**config.mk**
```make
export PLATFORM = sky130hd
export DESIGN_NAME = i2c_stuck_guard
export DESIGN_NICKNAME = d
export VERILOG_FILES = /design/src/rtl/i2c_sg_pkg.sv /design/src/rtl/i2c_sg_sync.sv /design/src/rtl/i2c_sg_timer.sv /design/src/rtl/i2c_sg_recover.sv /design/src/rtl/i2c_stuck_guard.sv
export SDC_FILE = /design/constraint.sdc
export NUM_CORES = 1
export LEC_CHECK = 0
export BUFFER_PORTS_ARGS = -buffer_cell sky130_fd_sc_hd__buf_2
export CORE_MARGIN = 2
export CORE_UTILIZATION = 60
export DETAILED_ROUTE_END_ITERATION = 16
export PLACE_DENSITY = 0.88
export SYNTH_ARGS = -nofsm -noshare
export SYNTH_HDL_FRONTEND = slang
export SYNTH_SLANG_ARGS = --single-unit
export TNS_END_PERCENT = 20
```
**constraint.sdc**
```tcl
create_clock -name clk -period 4.23 [get_ports clk]
set_input_delay 0.6345 -clock clk [delete_from_list [all_inputs] [get_ports clk]]
set_output_delay 0.6345 -clock clk [all_outputs]
set_load 0.005 [all_outputs]
```
**src/rtl/i2c_sg_pkg.sv**
```systemverilog
package i2c_sg_pkg;
   localparam int unsigned RECOV_CLOCKS = 9;
   localparam int unsigned RECOV_PHASES = 2 * RECOV_CLOCKS + 1;
   localparam int unsigned PH_W         = $clog2(RECOV_PHASES);
   localparam int unsigned SDA_LOW_PH   = 2 * (RECOV_CLOCKS - 1);
   typedef logic [PH_W-1:0] phase_t;
endpackage

```
**src/rtl/i2c_sg_sync.sv**
```systemverilog
module i2c_sg_sync #(
   parameter int STAGES = 2
) (
   input  logic clk,
   input  logic rst_n,
   input  logic d,
   output logic q
);
   generate
      if (STAGES == 0) begin : g_bypass
         assign q = d;
      end else if (STAGES == 1) begin : g_one
         logic r;
         always_ff @(posedge clk or negedge rst_n)
            if (!rst_n) r <= 1'b1;
            else        r <= d;
         assign q = r;
      end else begin : g_chain
         logic [STAGES-1:0] r;
         always_ff @(posedge clk or negedge rst_n)
            if (!rst_n) r <= '1;
            else        r <= {r[STAGES-2:0], d};
         assign q = r[STAGES-1];
      end
   endgenerate
endmodule

```
**src/rtl/i2c_sg_timer.sv**
```systemverilog
module i2c_sg_timer #(
   parameter int CNT_W     = 12,
   parameter int DEF_LIMIT = 35
) (
   input  logic             clk,
   input  logic             rst_n,
   input  logic             line_hi,
   input  logic             tick,
   input  logic [CNT_W-1:0] limit,
   input  logic             pause,
   input  logic             clr,
   output logic             flag
);
   logic [CNT_W-1:0] cnt;
   logic [CNT_W-1:0] lim_eff;
   logic [CNT_W:0]   nxt;
   logic             hit;

   assign lim_eff = (limit == '0) ? CNT_W'(DEF_LIMIT) : limit;
   assign nxt     = {1'b0, cnt} + 1'b1;
   assign hit     = !pause && !line_hi && tick && (nxt >= {1'b0, lim_eff});

   always_ff @(posedge clk or negedge rst_n) begin
      if (!rst_n) begin
         cnt  <= '0;
         flag <= 1'b0;
      end else begin
         if (clr)      flag <= 1'b0;
         else if (hit) flag <= 1'b1;
         if (pause || line_hi || clr)  cnt <= '0;
         else if (tick && !nxt[CNT_W]) cnt <= nxt[CNT_W-1:0];
      end
   end

   assert_flag_hold_R5: assert property (@(posedge clk) disable iff (!rst_n)
      flag && !clr |=> flag);
   assert_pause_clears_R9: assert property (@(posedge clk) disable iff (!rst_n)
      pause |=> cnt == '0);
   assert_set_when_low_R1: assert property (@(posedge clk) disable iff (!rst_n)
      $rose(flag) |-> $past(!line_hi && tick));
endmodule

```
**src/rtl/i2c_sg_recover.sv**
```systemverilog
module i2c_sg_recover
   import i2c_sg_pkg::*;
#(
   parameter int HP_W = 8
) (
   input  logic            clk,
   input  logic            rst_n,
   input  logic            start,
   input  logic [HP_W-1:0] half_period,
   output logic            busy,
   output logic            done,
   output logic            scl_low,
   output logic            sda_low
);
   localparam phase_t PH_LAST = phase_t'(RECOV_PHASES - 1);
   localparam phase_t PH_SDA  = phase_t'(SDA_LOW_PH);

   phase_t          ph;
   logic [HP_W-1:0] hp;
   logic [HP_W-1:0] hp_last;
   logic            last_hp;

   assign hp_last = (half_period == '0) ? '0 : half_period - 1'b1;
   assign last_hp = (hp == hp_last);
   assign done    = busy && last_hp && (ph == PH_LAST);
   assign scl_low = busy && !ph[0] && (ph != PH_LAST);
   assign sda_low = busy && (ph >= PH_SDA) && (ph != PH_LAST);

   always_ff @(posedge clk or negedge rst_n) begin
      if (!rst_n) begin
         busy <= 1'b0;
         ph   <= '0;
         hp   <= '0;
      end else if (!busy) begin
         if (start) begin
            busy <= 1'b1;
            ph   <= '0;
            hp   <= '0;
         end
      end else if (last_hp) begin
         hp <= '0;
         if (ph == PH_LAST) busy <= 1'b0;
         else               ph   <= ph + 1'b1;
      end else begin
         hp <= hp + 1'b1;
      end
   end

   assert_stop_scl_high_R8: assert property (@(posedge clk) disable iff (!rst_n)
      $fell(sda_low) |-> !scl_low);
   assert_sda_only_busy_R8: assert property (@(posedge clk) disable iff (!rst_n)
      sda_low |-> busy);
   assert_busy_from_start_R10: assert property (@(posedge clk) disable iff (!rst_n)
      $rose(busy) |-> $past(start));
endmodule

```
**src/rtl/i2c_stuck_guard.sv**
```systemverilog
module i2c_stuck_guard #(
   parameter int CNT_W         = 12,
   parameter int HP_W          = 8,
   parameter int DEF_SCL_LIMIT = 35,
   parameter int DEF_SDA_LIMIT = 1000,
   parameter int SYNC_STAGES   = 2
) (
   input  logic             clk,
   input  logic             rst_n,
   input  logic             tick,
   input  logic             scl_in,
   input  logic             sda_in,
   input  logic [CNT_W-1:0] scl_limit,
   input  logic [CNT_W-1:0] sda_limit,
   input  logic             scl_irq_en,
   input  logic             sda_irq_en,
   input  logic [HP_W-1:0]  half_period,
   input  logic             recover_start,
   output logic             scl_drive_low,
   output logic             sda_drive_low,
   output logic             busy,
   output logic             scl_stuck,
   output logic             sda_stuck,
   output logic             irq
);
   localparam int NLINES = 2;

   generate
      if (CNT_W < 2 || CNT_W > 31) begin : g_bad_cnt
         $error("CNT_W out of range");
      end
      if (HP_W < 1) begin : g_bad_hp
         $error("HP_W must be positive");
      end
      if (DEF_SCL_LIMIT < 1 || DEF_SCL_LIMIT >= (1 << CNT_W)) begin : g_bad_scl
         $error("DEF_SCL_LIMIT does not fit CNT_W");
      end
      if (DEF_SDA_LIMIT < 1 || DEF_SDA_LIMIT >= (1 << CNT_W)) begin : g_bad_sda
         $error("DEF_SDA_LIMIT does not fit CNT_W");
      end
      if (SYNC_STAGES < 0) begin : g_bad_sync
         $error("SYNC_STAGES must not be negative");
      end
   endgenerate

   logic             done;
   logic [NLINES-1:0] raw;
   logic [NLINES-1:0] synced;
   logic [NLINES-1:0] flags;
   logic [NLINES-1:0] enables;
   logic [CNT_W-1:0]  limits [NLINES];

   assign raw       = {sda_in, scl_in};
   assign enables   = {sda_irq_en, scl_irq_en};
   assign limits[0] = scl_limit;
   assign limits[1] = sda_limit;

   for (genvar i = 0; i < NLINES; i++) begin : g_line
      i2c_sg_sync #(.STAGES(SYNC_STAGES)) u_sync (
         .clk(clk), .rst_n(rst_n), .d(raw[i]), .q(synced[i]));
      i2c_sg_timer #(
         .CNT_W(CNT_W),
         .DEF_LIMIT((i == 0) ? DEF_SCL_LIMIT : DEF_SDA_LIMIT)
      ) u_timer (
         .clk(clk), .rst_n(rst_n), .line_hi(synced[i]), .tick(tick),
         .limit(limits[i]), .pause(busy), .clr(done), .flag(flags[i]));
   end

   i2c_sg_recover #(.HP_W(HP_W)) u_recover (
      .clk(clk), .rst_n(rst_n), .start(recover_start),
      .half_period(half_period), .busy(busy), .done(done),
      .scl_low(scl_drive_low), .sda_low(sda_drive_low));

   assign scl_stuck = flags[0];
   assign sda_stuck = flags[1];
   assign irq       = |(flags & enables);

   assert_scl_clear_end_R5: assert property (@(posedge clk) disable iff (!rst_n)
      $fell(scl_stuck) |-> $past(busy) && !busy);
   assert_sda_clear_end_R5: assert property (@(posedge clk) disable iff (!rst_n)
      $fell(sda_stuck) |-> $past(busy) && !busy);
   assert_no_set_busy_R9: assert property (@(posedge clk) disable iff (!rst_n)
      busy && !scl_stuck && !sda_stuck |=> !scl_stuck && !sda_stuck);
endmodule

```
==> results.sh, run 1 <==
export IMPL_status="complete, no violations"
export IMPL_post_place_ws_ps=1250
export IMPL_cts_setup_buffers=0
export IMPL_dr_pass1_iters=5
export IMPL_synth_edf_count=0
export IMPL_io_pins=46
export IMPL_max_freq_mhz=322
export IMPL_track_usage_pct=26.3
export IMPL_critPathKind="reg -> reg"
export IMPL_p_leak_nw=1.82
export IMPL_post_route_min_period_ps=3110
export IMPL_dp_hpwl_mm=6.08
export IMPL_clk_latency_ps=300
export IMPL_synth_seq_cells=44
export IMPL_power_per_cell_area_nw_per_um2=327
export IMPL_layout_drive_gt1_share_pct=16.3
export IMPL_clock_skew_ps=5.90
export IMPL_holdPathStages=0
export IMPL_arrival_ps=3290
export IMPL_gp_congestion=0.876
export IMPL_setup_ws_ps=1120
export IMPL_yosysTopAreaCell="dfrtp_1"
export IMPL_finalSetupViolations=0
export IMPL_dieArea_um2=6400
export IMPL_cp_end_kind="register"
export IMPL_cts_resized=0
export IMPL_synth_cells=404
export IMPL_cp_max_fo=6
export IMPL_hold_violations=0
export IMPL_final_max_slew_viol_count=0
export IMPL_crit_required_ps=4410
export IMPL_grt_pass1_wl_mm=13.3
export IMPL_io_buffers=45
export IMPL_synthFlopType="dfrtp_1"
export IMPL_h_tree_depth=2
export IMPL_finalPower_mw=1.24
export IMPL_drc=0
export IMPL_synth_top_area_share_pct=28.9
export IMPL_clk_pin_slew_ps=90
export IMPL_cts_sinks=44
export IMPL_synth_simple_area_share_pct=25.3
export IMPL_rsz0062_at_grt="false"
export IMPL_ys_seq_area_share_pct=31.9
export IMPL_period_share_pct=73.5
export IMPL_syn_avg_cell_area_um2=8.58
export IMPL_critPathLaunchType="register"
export IMPL_maxSlewHeadroom_pct=35.5
export IMPL_tns_ps=0
export IMPL_grt_pass1_vias=2928
export IMPL_grt_max_degree=45
export IMPL_clockBufferDepth=2
export IMPL_wl_per_cell_um=15.3
export IMPL_grt_overflow=0
export IMPL_syn_area_um2=3470
export IMPL_syn_to_final_growth_pct=9.52
export IMPL_drv_cap=0
export IMPL_synth_net_count=474
export IMPL_num_vias=3120
export IMPL_tightest_slew_ps=967
export IMPL_fp_dieH_um=80.0
export IMPL_post_route_util_pct=68.6
export IMPL_cts_tree="built"
export IMPL_synth_area_leaders="dfrtp_1 (29%), ha_1 (11%), xor2_1 (6.3%)"
export IMPL_yosysUniqueCellTypes=57
export IMPL_drtIter0Drc=227
export IMPL_postRouteAntennaNets=0
export IMPL_rows=27
export IMPL_synth_top_family_by_area="simple AND/OR/NAND/NOR gates"
export IMPL_hp_class="reg -> reg"
export IMPL_layout_nets=512
export IMPL_synth_area_mux_share_pct=0.577
export IMPL_cts_root_buf="clkbuf_8"
export IMPL_antenna_found_initial=0
export IMPL_synthAdderAreaFrac_pct=10.8
export IMPL_viasPerCell=6.06
export IMPL_die_w_um=80.0
export IMPL_wl_mm=7.89
export IMPL_async_flop_share_pct=100
export IMPL_ir_drop_uv=221
export IMPL_synth_warnings=0
export IMPL_n_antenna_cell=0
export IMPL_cts_buffers=5
export IMPL_placeableCoreArea_um2=5540
export IMPL_initial_core_util_pct=62.6
export IMPL_worstRegToRegCells=10
export IMPL_synthXorXnorAreaFrac_pct=10.3
export IMPL_synth_compound_area_share_pct=16.3
export IMPL_cts_hold_buf=0
[cells in the final DEF (no fill, tap or decap), drive strengths merged, types with 5 or more instances in the layout]
cell type / instances
nor4: 11
nor2b: 7
nor3: 10
clkbuf: 6
dfrtp: 40
a21oi: 13
inv: 22
o211ai: 10
xnor2: 14
o21a: 5
o21ai: 15
nand2: 44
buf: 45
nor2: 45
xor2: 26
nand2b: 7
nand3: 20
nand4: 5
a22o: 6
ha: 30
and3: 9
[final cells by class]
cell class / instances / area, um^2
multi-input combinational: 324 / 2200
fill: 452 / 1740
sequential: 44 / 1110
timing repair buffer: 45 / 225
tap: 72 / 90.1
clock buffer: 6 / 82.6
inverter: 22 / 82.6
clock inverter: 2 / 15.0
[cells in the mapped netlist, drive strengths merged (5+ instances only)]
library cell / count
nor2: 45
nand2: 44
dfrtp: 40
ha: 30
xor2: 26
inv: 22
nand3: 20
o21ai: 15
xnor2: 14
a21oi: 13
clkbuf: 12
nor4: 11
nor3: 10
o211ai: 10
and3: 9
nand2b: 7
nor2b: 7
a22o: 6
nand4: 5
o21a: 5
[per-stage QoR]
step           instances  cell area (um^2)  hold WS [ps]
4_1_cts              515              3800           361
3_3_place_gp         507              3700           346
3_5_place_dp         507              3700           349
5_1_grt              515              3800           369
2_1_floorplan        404              3470           339
6_report             515              3800           361
[worst paths after layout]
check / from / to / slack [ps]
worst max-delay path: g_line[0].u_timer.cnt[0]$_DFFE_PN0P_ / g_line[0].u_timer.flag$_DFFE_PN0P_ / 1120
worst min-delay path: g_line[0].u_sync.g_chain.r[0]$_DFF_PN1_ / g_line[0].u_sync.g_chain.r[1]$_DFF_PN1_ / 360
worst max register to register: g_line[0].u_timer.cnt[0]$_DFFE_PN0P_ / g_line[0].u_timer.flag$_DFFE_PN0P_ / 1120
worst min register to register: g_line[0].u_sync.g_chain.r[0]$_DFF_PN1_ / g_line[0].u_sync.g_chain.r[1]$_DFF_PN1_ / 360
max in group asynchronous: rst_n / u_recover.hp[6]$_DFFE_PN0P_ / 3150
min in group asynchronous: rst_n / g_line[0].u_timer.cnt[3]$_DFFE_PN0P_ / 480
[logic make-up (layout without fill, tap and decap cells)]
kind of cell / Yosys count / count (layout)
AOI/OAI and AO/OA: 75 / 75
xor gates and xnor gates: 40 / 40
adders and majority gates: 30 / 30
buffers and inverters: 36 / 75
DFF: 44 / 44
muxes: 2 / 2
and+or+nand+nor: 177 / 177
[where the power goes]
group          internal, mW  total, mW  leakage, nW  switching (mW)
clock                 0.132      0.286       0.0434           0.154
sequential            0.474      0.575        0.569           0.101
combinational         0.171      0.382         1.21           0.211
[state kept, by name, indices dropped and copies added, names as in the netlist]
name,flops
g_line.u_sync.g_chain.r,4
u_recover.hp,8
u_recover.ph,5
g_line.u_timer.cnt,24
g_line.u_timer.flag,2
u_recover.busy,1
[per-layer routing]
| layer | wire length, um | GRT usage (%) |
|---|---|---|
| met1 | 3390 | 32.6 |
| met4 | 162 | 8.47 |
| met5 | 0 | 0 |
| met2 | 3970 | 46.6 |
| met3 | 363 | 3.96 |
[worst max-delay path, cell delays in order, from the launching register on]
cell and delay, ps:
dfrtp_1 460, ha_1 240, nand3_1 140, nor3_1 510
nand3_1 160, xnor2_1 190, ha_1 230, a2111oi_0 590
nand3b_1 130, o21ai_0 230, a22oi_1 100
No activity file was read; power rests on OpenSTA's default activity.
==> run 2, diff against run 1 <==
--- a/config.mk
+++ b/config.mk
@@ -7,9 +7,9 @@
 export LEC_CHECK = 0
 export BUFFER_PORTS_ARGS = -buffer_cell sky130_fd_sc_hd__buf_2
 export CORE_MARGIN = 2
-export CORE_UTILIZATION = 60
+export CORE_UTILIZATION = 53
 export DETAILED_ROUTE_END_ITERATION = 16
-export PLACE_DENSITY = 0.88
+export PLACE_DENSITY = 0.82
 export SYNTH_ARGS = -nofsm -noshare
 export SYNTH_HDL_FRONTEND = slang
 export SYNTH_SLANG_ARGS = --single-unit
==> constraint.sdc (replaced) <==
create_clock -name clk -period 2.5 [get_ports clk]
set_input_delay 0.375 -clock clk [delete_from_list [all_inputs] [get_ports clk]]
set_output_delay 0.375 -clock clk [all_outputs]
set_load 0.005 [all_outputs]
==> results.sh, run 2 (synthesized netlist as in run 1, its figures left out) <==
export IMPL_dr_pass1_iters=4
export IMPL_cts_root_buf="clkbuf_8"
export IMPL_internal_power_mw=1.35
export IMPL_die_w_um=84.9
export IMPL_max_flop_register="g_line.u_timer.cnt"
export IMPL_cts_tree="built"
export IMPL_r2r_start="g_line[1].u_timer.cnt[2]$_DFFE_PN0P_"
export IMPL_num_vias=3220
export IMPL_top_regs="g_line.u_timer.cnt: 24 flops, u_recover.hp: 8 flops, u_recover.ph: 5 flops"
export IMPL_final_cell_mix="nor2_1 (45), buf_2 (45), nand2_1 (44)"
export IMPL_fp_dieH_um=84.9
export IMPL_min_from="scl_in"
export IMPL_io_pins=46
export IMPL_antenna_found_initial=0
export IMPL_crit_required_ps=2690
export IMPL_wl_per_cell_um=15.0
export IMPL_syn_to_final_growth_pct=17.7
export IMPL_dieArea_um2=7210
export IMPL_rsz0062_at_grt="true"
export IMPL_critPathLaunchType="register"
export IMPL_h_tree_depth=2
export IMPL_grt_max_degree=45
export IMPL_fin_cells=555
export IMPL_drtIter0Drc=140
export IMPL_fillerInstances=520
export IMPL_crit_family="simple AND/OR/NAND/NOR gates"
export IMPL_dpl_cell_count=546
export IMPL_p_sw_share_pct=36.7
export IMPL_worst_path_buf_inv=0
export IMPL_cp_end_kind="register"
export IMPL_slowest_stage="dfrtp_1"
export IMPL_clock_skew_ps=12.1
export IMPL_clk_latency_ps=310
export IMPL_layout_nets=547
export IMPL_clk_pin_slew_ps=90
export IMPL_finalSetupViolations=0
export IMPL_p_comb_share_pct=32.6
export IMPL_postRouteAntennaNets=0
export IMPL_switchingPower_mw=0.785
export IMPL_initial_core_util_pct=54.6
export IMPL_max_freq_mhz=424
export IMPL_final_max_slew_viol_count=0
export IMPL_drc=0
export IMPL_dp_hpwl_mm=6.42
export IMPL_cts_buffers=5
export IMPL_reg2reg_slack_ps=140
export IMPL_max_stage_delay_ps=420
export IMPL_status="complete, no violations"
export IMPL_period_share_pct=94.4
export IMPL_sequentialPowerShare_pct=44.8
export IMPL_track_usage_pct=24.2
export IMPL_drv_cap=0
export IMPL_rows=29
export IMPL_ir_drop_uv=543
export IMPL_n_antenna_cell=0
export IMPL_tns_ps=0
export IMPL_grt_pass1_vias=3227
export IMPL_worstPathCellList="nand3_1, nor2_1, and3_1, nand3_1, nor2_1, xor2_1, ha_1, a211o_1, a31oi_1, a22oi_1"
export IMPL_clockBufferDepth=2
export IMPL_hold_violations=0
export IMPL_cp_max_fo=4
export IMPL_grt_pass1_wl_mm=14.4
export IMPL_p_leak_nw=2.03
export IMPL_critPathKind="reg -> reg"
export IMPL_arrival_ps=2550
export IMPL_startpoint="g_line[1].u_timer.cnt[2]$_DFFE_PN0P_"
export IMPL_gp_congestion=0.871
export IMPL_grt_overflow=0
export IMPL_io_buffers=45
export IMPL_layout_drive_gt1_share_pct=22.8
export IMPL_largest_reg_flops=24
export IMPL_viasPerCell=5.80
export IMPL_cts_sinks=44
export IMPL_post_route_min_period_ps=2360
export IMPL_tightest_slew_ps=975
export IMPL_maxSlewHeadroom_pct=35.0
export IMPL_cts_hold_buf=0
export IMPL_wl_mm=8.31
export IMPL_placeableCoreArea_um2=6350
export IMPL_hp_class="in -> reg"
export IMPL_power_per_cell_area_nw_per_um2=524
export IMPL_pwr_share_clk_pct=22.6
export IMPL_fin_hold_ws_ps=167
run 2: cell count changes in the layout (fill, tap and decap cells not counted), sizes merged:
cell      before  now
buf           45   80
clkinv         0    1
clkinvlp       2    0
inv           22   23
run 2: final timing paths:
path,end,depth (start not counted)
max reg2reg,g_line[1].u_timer.flag$_DFFE_PN0P_,10
min in group asynchronous,g_line[1].u_timer.cnt[11]$_DFFE_PN0P_,1
max,g_line[1].u_timer.flag$_DFFE_PN0P_,10
max in group asynchronous,u_recover.hp[4]$_DFFE_PN0P_,1
min reg2reg,g_line[1].u_sync.g_chain.r[1]$_DFF_PN1_,0
min,g_line[0].u_sync.g_chain.r[0]$_DFF_PN1_,1
run 2: stage by stage:
stage                     area, um^2  utilization (%)  power, mW  setup WS [ps]
after CTS                       4060             64.0       2.15           55.0
after detailed placement        3970             62.5       1.66          -48.7
after global placement          3970             62.5       1.63           44.3
after floorplan                 3470                -       1.49           59.9
final                           4080             64.3       2.14            139
after global routing            4080             64.3       2.31          -46.7
run 2: per-layer routing:
layer	global-route usage [%]	vias up	part of all wire [%]
li1	-	1589	-
met1	31.7	1529	45
met2	39.9	86	49
met3	4.38	16	3.8
met4	9.38	0	2.2
met5	0	-	0
run 2: area by class of cell:
cell class | instances | area (um^2) | area share [%]
multi-input cells | 324 | 2210 | 54.2
flip-flops and latches | 44 | 1110 | 27.1
repair buffers | 80 | 488 | 11.9
well taps | 77 | 96.3 | 2.36
clock buffers | 6 | 82.6 | 2.02
inverters | 22 | 82.6 | 2.02
clock inverters | 2 | 13.8 | 0.337
run 2: timing repair:
| item | in CTS | in global routing |
|---|---|---|
| buffers inserted | 0 | 1 |
| setup endpoints to repair | 0 | 2 |
| resized for setup | 0 | 5 |
run 2: worst register-to-register path: stages (launching register included):
cell	delay, ps
dfrtp_1	420
nand3_1	150
nor2_1	140
and3_1	200
nand3_1	150
nor2_1	160
xor2_1	220
ha_1	280
a211o_1	280
a31oi_1	170
a22oi_1	80
run 2: power groups by stage:
stage / sequential [mW] / clock (mW) / combinational [mW]
global route: 0.977 / 0.535 / 0.798
CTS: 0.954 / 0.495 / 0.696
global placement: 0.962 / 0 / 0.665
detailed placement: 0.969 / 0 / 0.694
floorplan: 0.870 / 0 / 0.624
finish: 0.960 / 0.484 / 0.697
==> run 3, diff against run 2 <==
--- a/config.mk
+++ b/config.mk
@@ -7,9 +7,9 @@
 export LEC_CHECK = 0
 export BUFFER_PORTS_ARGS = -buffer_cell sky130_fd_sc_hd__buf_2
 export CORE_MARGIN = 2
-export CORE_UTILIZATION = 53
+export CORE_UTILIZATION = 50
 export DETAILED_ROUTE_END_ITERATION = 16
-export PLACE_DENSITY = 0.82
+export PLACE_DENSITY = 0.78
 export SYNTH_ARGS = -nofsm -noshare
 export SYNTH_HDL_FRONTEND = slang
 export SYNTH_SLANG_ARGS = --single-unit
==> results.sh, run 3 (synthesized netlist as in run 1, its figures left out) <==
export IMPL_grt_pass1_wl_mm=14.5
export IMPL_r2r_start="g_line[1].u_timer.cnt[0]$_DFFE_PN0P_"
export IMPL_dp_hpwl_mm=6.66
export IMPL_cts_root_buf="clkbuf_8"
export IMPL_switchingPower_mw=0.798
export IMPL_pwr_share_clk_pct=25.7
export IMPL_dieArea_um2=7620
export IMPL_grt_overflow=0
export IMPL_gr_max_usage_layer="met2"
export IMPL_rsz0062_at_grt="true"
export IMPL_gp_congestion=0.881
export IMPL_clockBufferDepth=2
export IMPL_drv_cap=0
export IMPL_h_tree_depth=2
export IMPL_num_vias=3263
export IMPL_max_flop_register="g_line.u_timer.cnt"
export IMPL_finalPower_mw=2.25
export IMPL_cts_tree="built"
export IMPL_crit_required_ps=2670
export IMPL_finalSetupViolations=0
export IMPL_status="complete, no violations"
export IMPL_post_place_ws_ps=-144
export IMPL_top_regs="g_line.u_timer.cnt: 24 flops, u_recover.hp: 8 flops, u_recover.ph: 5 flops"
export IMPL_hp_class="in -> async"
export IMPL_period_share_pct=96.7
export IMPL_io_pins=46
export IMPL_dr_pass1_iters=4
export IMPL_post_route_min_period_ps=2420
export IMPL_grt_use_met2_pct=44.4
export IMPL_critPathKind="reg -> reg"
export IMPL_wl_per_cell_um=15.2
export IMPL_clk_pin_slew_ps=90
export IMPL_cts_buffers=5
export IMPL_rows=30
export IMPL_critPathLaunchType="register"
export IMPL_drc=0
export IMPL_fin_hold_ws_ps=95.5
export IMPL_layout_drive_gt1_share_pct=27.2
export IMPL_viasPerCell=5.73
export IMPL_p_comb_share_pct=30.9
export IMPL_grt_pass1_vias=3259
export IMPL_dpl_cell_count=557
export IMPL_syn_to_final_growth_pct=23.1
export IMPL_placeableCoreArea_um2=6760
export IMPL_die_w_um=87.3
export IMPL_cts_sinks=44
export IMPL_clk_latency_ps=300
export IMPL_largest_reg_flops=24
export IMPL_grtUsageMet1_pct=29.1
export IMPL_n_antenna_cell=0
export IMPL_arrival_ps=2590
export IMPL_sequentialPowerShare_pct=43.4
export IMPL_cp_max_fo=4
export IMPL_initial_core_util_pct=51.3
export IMPL_antenna_found_initial=0
export IMPL_fillerInstances=575
export IMPL_fin_cells=569
export IMPL_wl_mm=8.66
export IMPL_ir_drop_uv=260
export IMPL_maxSlewHeadroom_pct=56.2
export IMPL_grt_max_degree=28
export IMPL_final_cell_mix="buf_4 (46), buf_2 (45), nand2_1 (44)"
export IMPL_p_leak_nw=2.11
export IMPL_layout_nets=558
export IMPL_startpoint="g_line[1].u_timer.cnt[0]$_DFFE_PN0P_"
export IMPL_power_per_cell_area_nw_per_um2=526
export IMPL_track_usage_pct=23.9
export IMPL_p_sw_share_pct=35.5
export IMPL_drtIter0Drc=123
export IMPL_grtUsageMet3_pct=3.22
export IMPL_final_max_slew_viol_count=0
export IMPL_hold_violations=0
export IMPL_tightest_slew_ps=656
export IMPL_postRouteAntennaNets=0
export IMPL_io_buffers=45
export IMPL_max_freq_mhz=414
export IMPL_clock_skew_ps=8.18
export IMPL_internal_power_mw=1.45
export IMPL_cp_end_kind="register"
export IMPL_setup_ws_ps=82.5
export IMPL_fp_dieH_um=87.3
export IMPL_layout_commonest_cell="buf_4"
==> run 3: cell count changes in the layout (fill, tap and decap cells not counted), sizes merged <==
| cell | delta |
|---|---|
| buf | +11 |
| inv | -1 |
| bufinv | +1 |
==> run 3: worst paths after layout <==
kind	depth (start not counted)	to	slack [ps]
setup / recovery	10	g_line[1].u_timer.flag$_DFFE_PN0P_	80
hold / removal	1	g_line[0].u_timer.cnt[1]$_DFFE_PN0P_	100
setup reg to reg	10	g_line[1].u_timer.flag$_DFFE_PN0P_	80
hold reg to reg	0	g_line[0].u_sync.g_chain.r[1]$_DFF_PN1_	360
max in group asynchronous	2	g_line[1].u_sync.g_chain.r[0]$_DFF_PN1_	1740
min in group clk	1	g_line[1].u_sync.g_chain.r[0]$_DFF_PN1_	170
==> run 3: power by group through the flow <==
| stage | Combinational (mW) | Clock [mW] | Sequential, mW |
|---|---|---|---|
| global placement | 0.653 | 0 | 0.971 |
| floorplan | 0.624 | 0 | 0.870 |
| CTS | 0.695 | 0.588 | 0.972 |
| finish | 0.694 | 0.578 | 0.976 |
| global route | 0.790 | 0.621 | 0.993 |
| detailed placement | 0.690 | 0 | 0.986 |
==> run 3: timing repair <==
item | in CTS | in global routing
resized for setup | 3 | 17
setup buffers | 0 | 5
hold buffers | 0 | 0
setup endpoints to repair | 2 | 2
pin swaps | 2 | 9
cloned | 0 | 0
==> run 3: stage by stage <==
step | utilization [%] | TNS, ps | cell area [um^2]
after global routing | 63.2 | -120 | 4270
after CTS | 61.6 | 0 | 4170
after global placement | 59.7 | 0 | 4030
final | 63.2 | 0 | 4270
after floorplan | - | 0 | 3470
after detailed placement | 59.7 | -380 | 4030
==> run 3: area by class of cell <==
cell class,count,area [um^2],share of cell area (%)
clock inverters,2,38.8,0.908
clock buffers,6,82.6,1.93
flip-flops and latches,44,1110,25.9
inverters,22,82.6,1.93
multi-input cells,324,2290,53.6
well taps,80,100,2.34
repair buffers,91,571,13.4
==> run 3: routing by layer <==
layer,routed length [um],share of wire (%)
met3,326,3.8
met4,138,1.6
met1,3720,43
met5,0,0
met2,4470,52
==> run 3: critical path, stage by stage, from the launching register on <==
cell and delay (ps):
dfrtp_1 430, ha_1 200, nand3_1 140, nor4_2 180, buf_4 170, xor2_1 180, ha_1 260, a21o_1 160
a211o_1 310, a31oi_1 180, a22oi_1 80
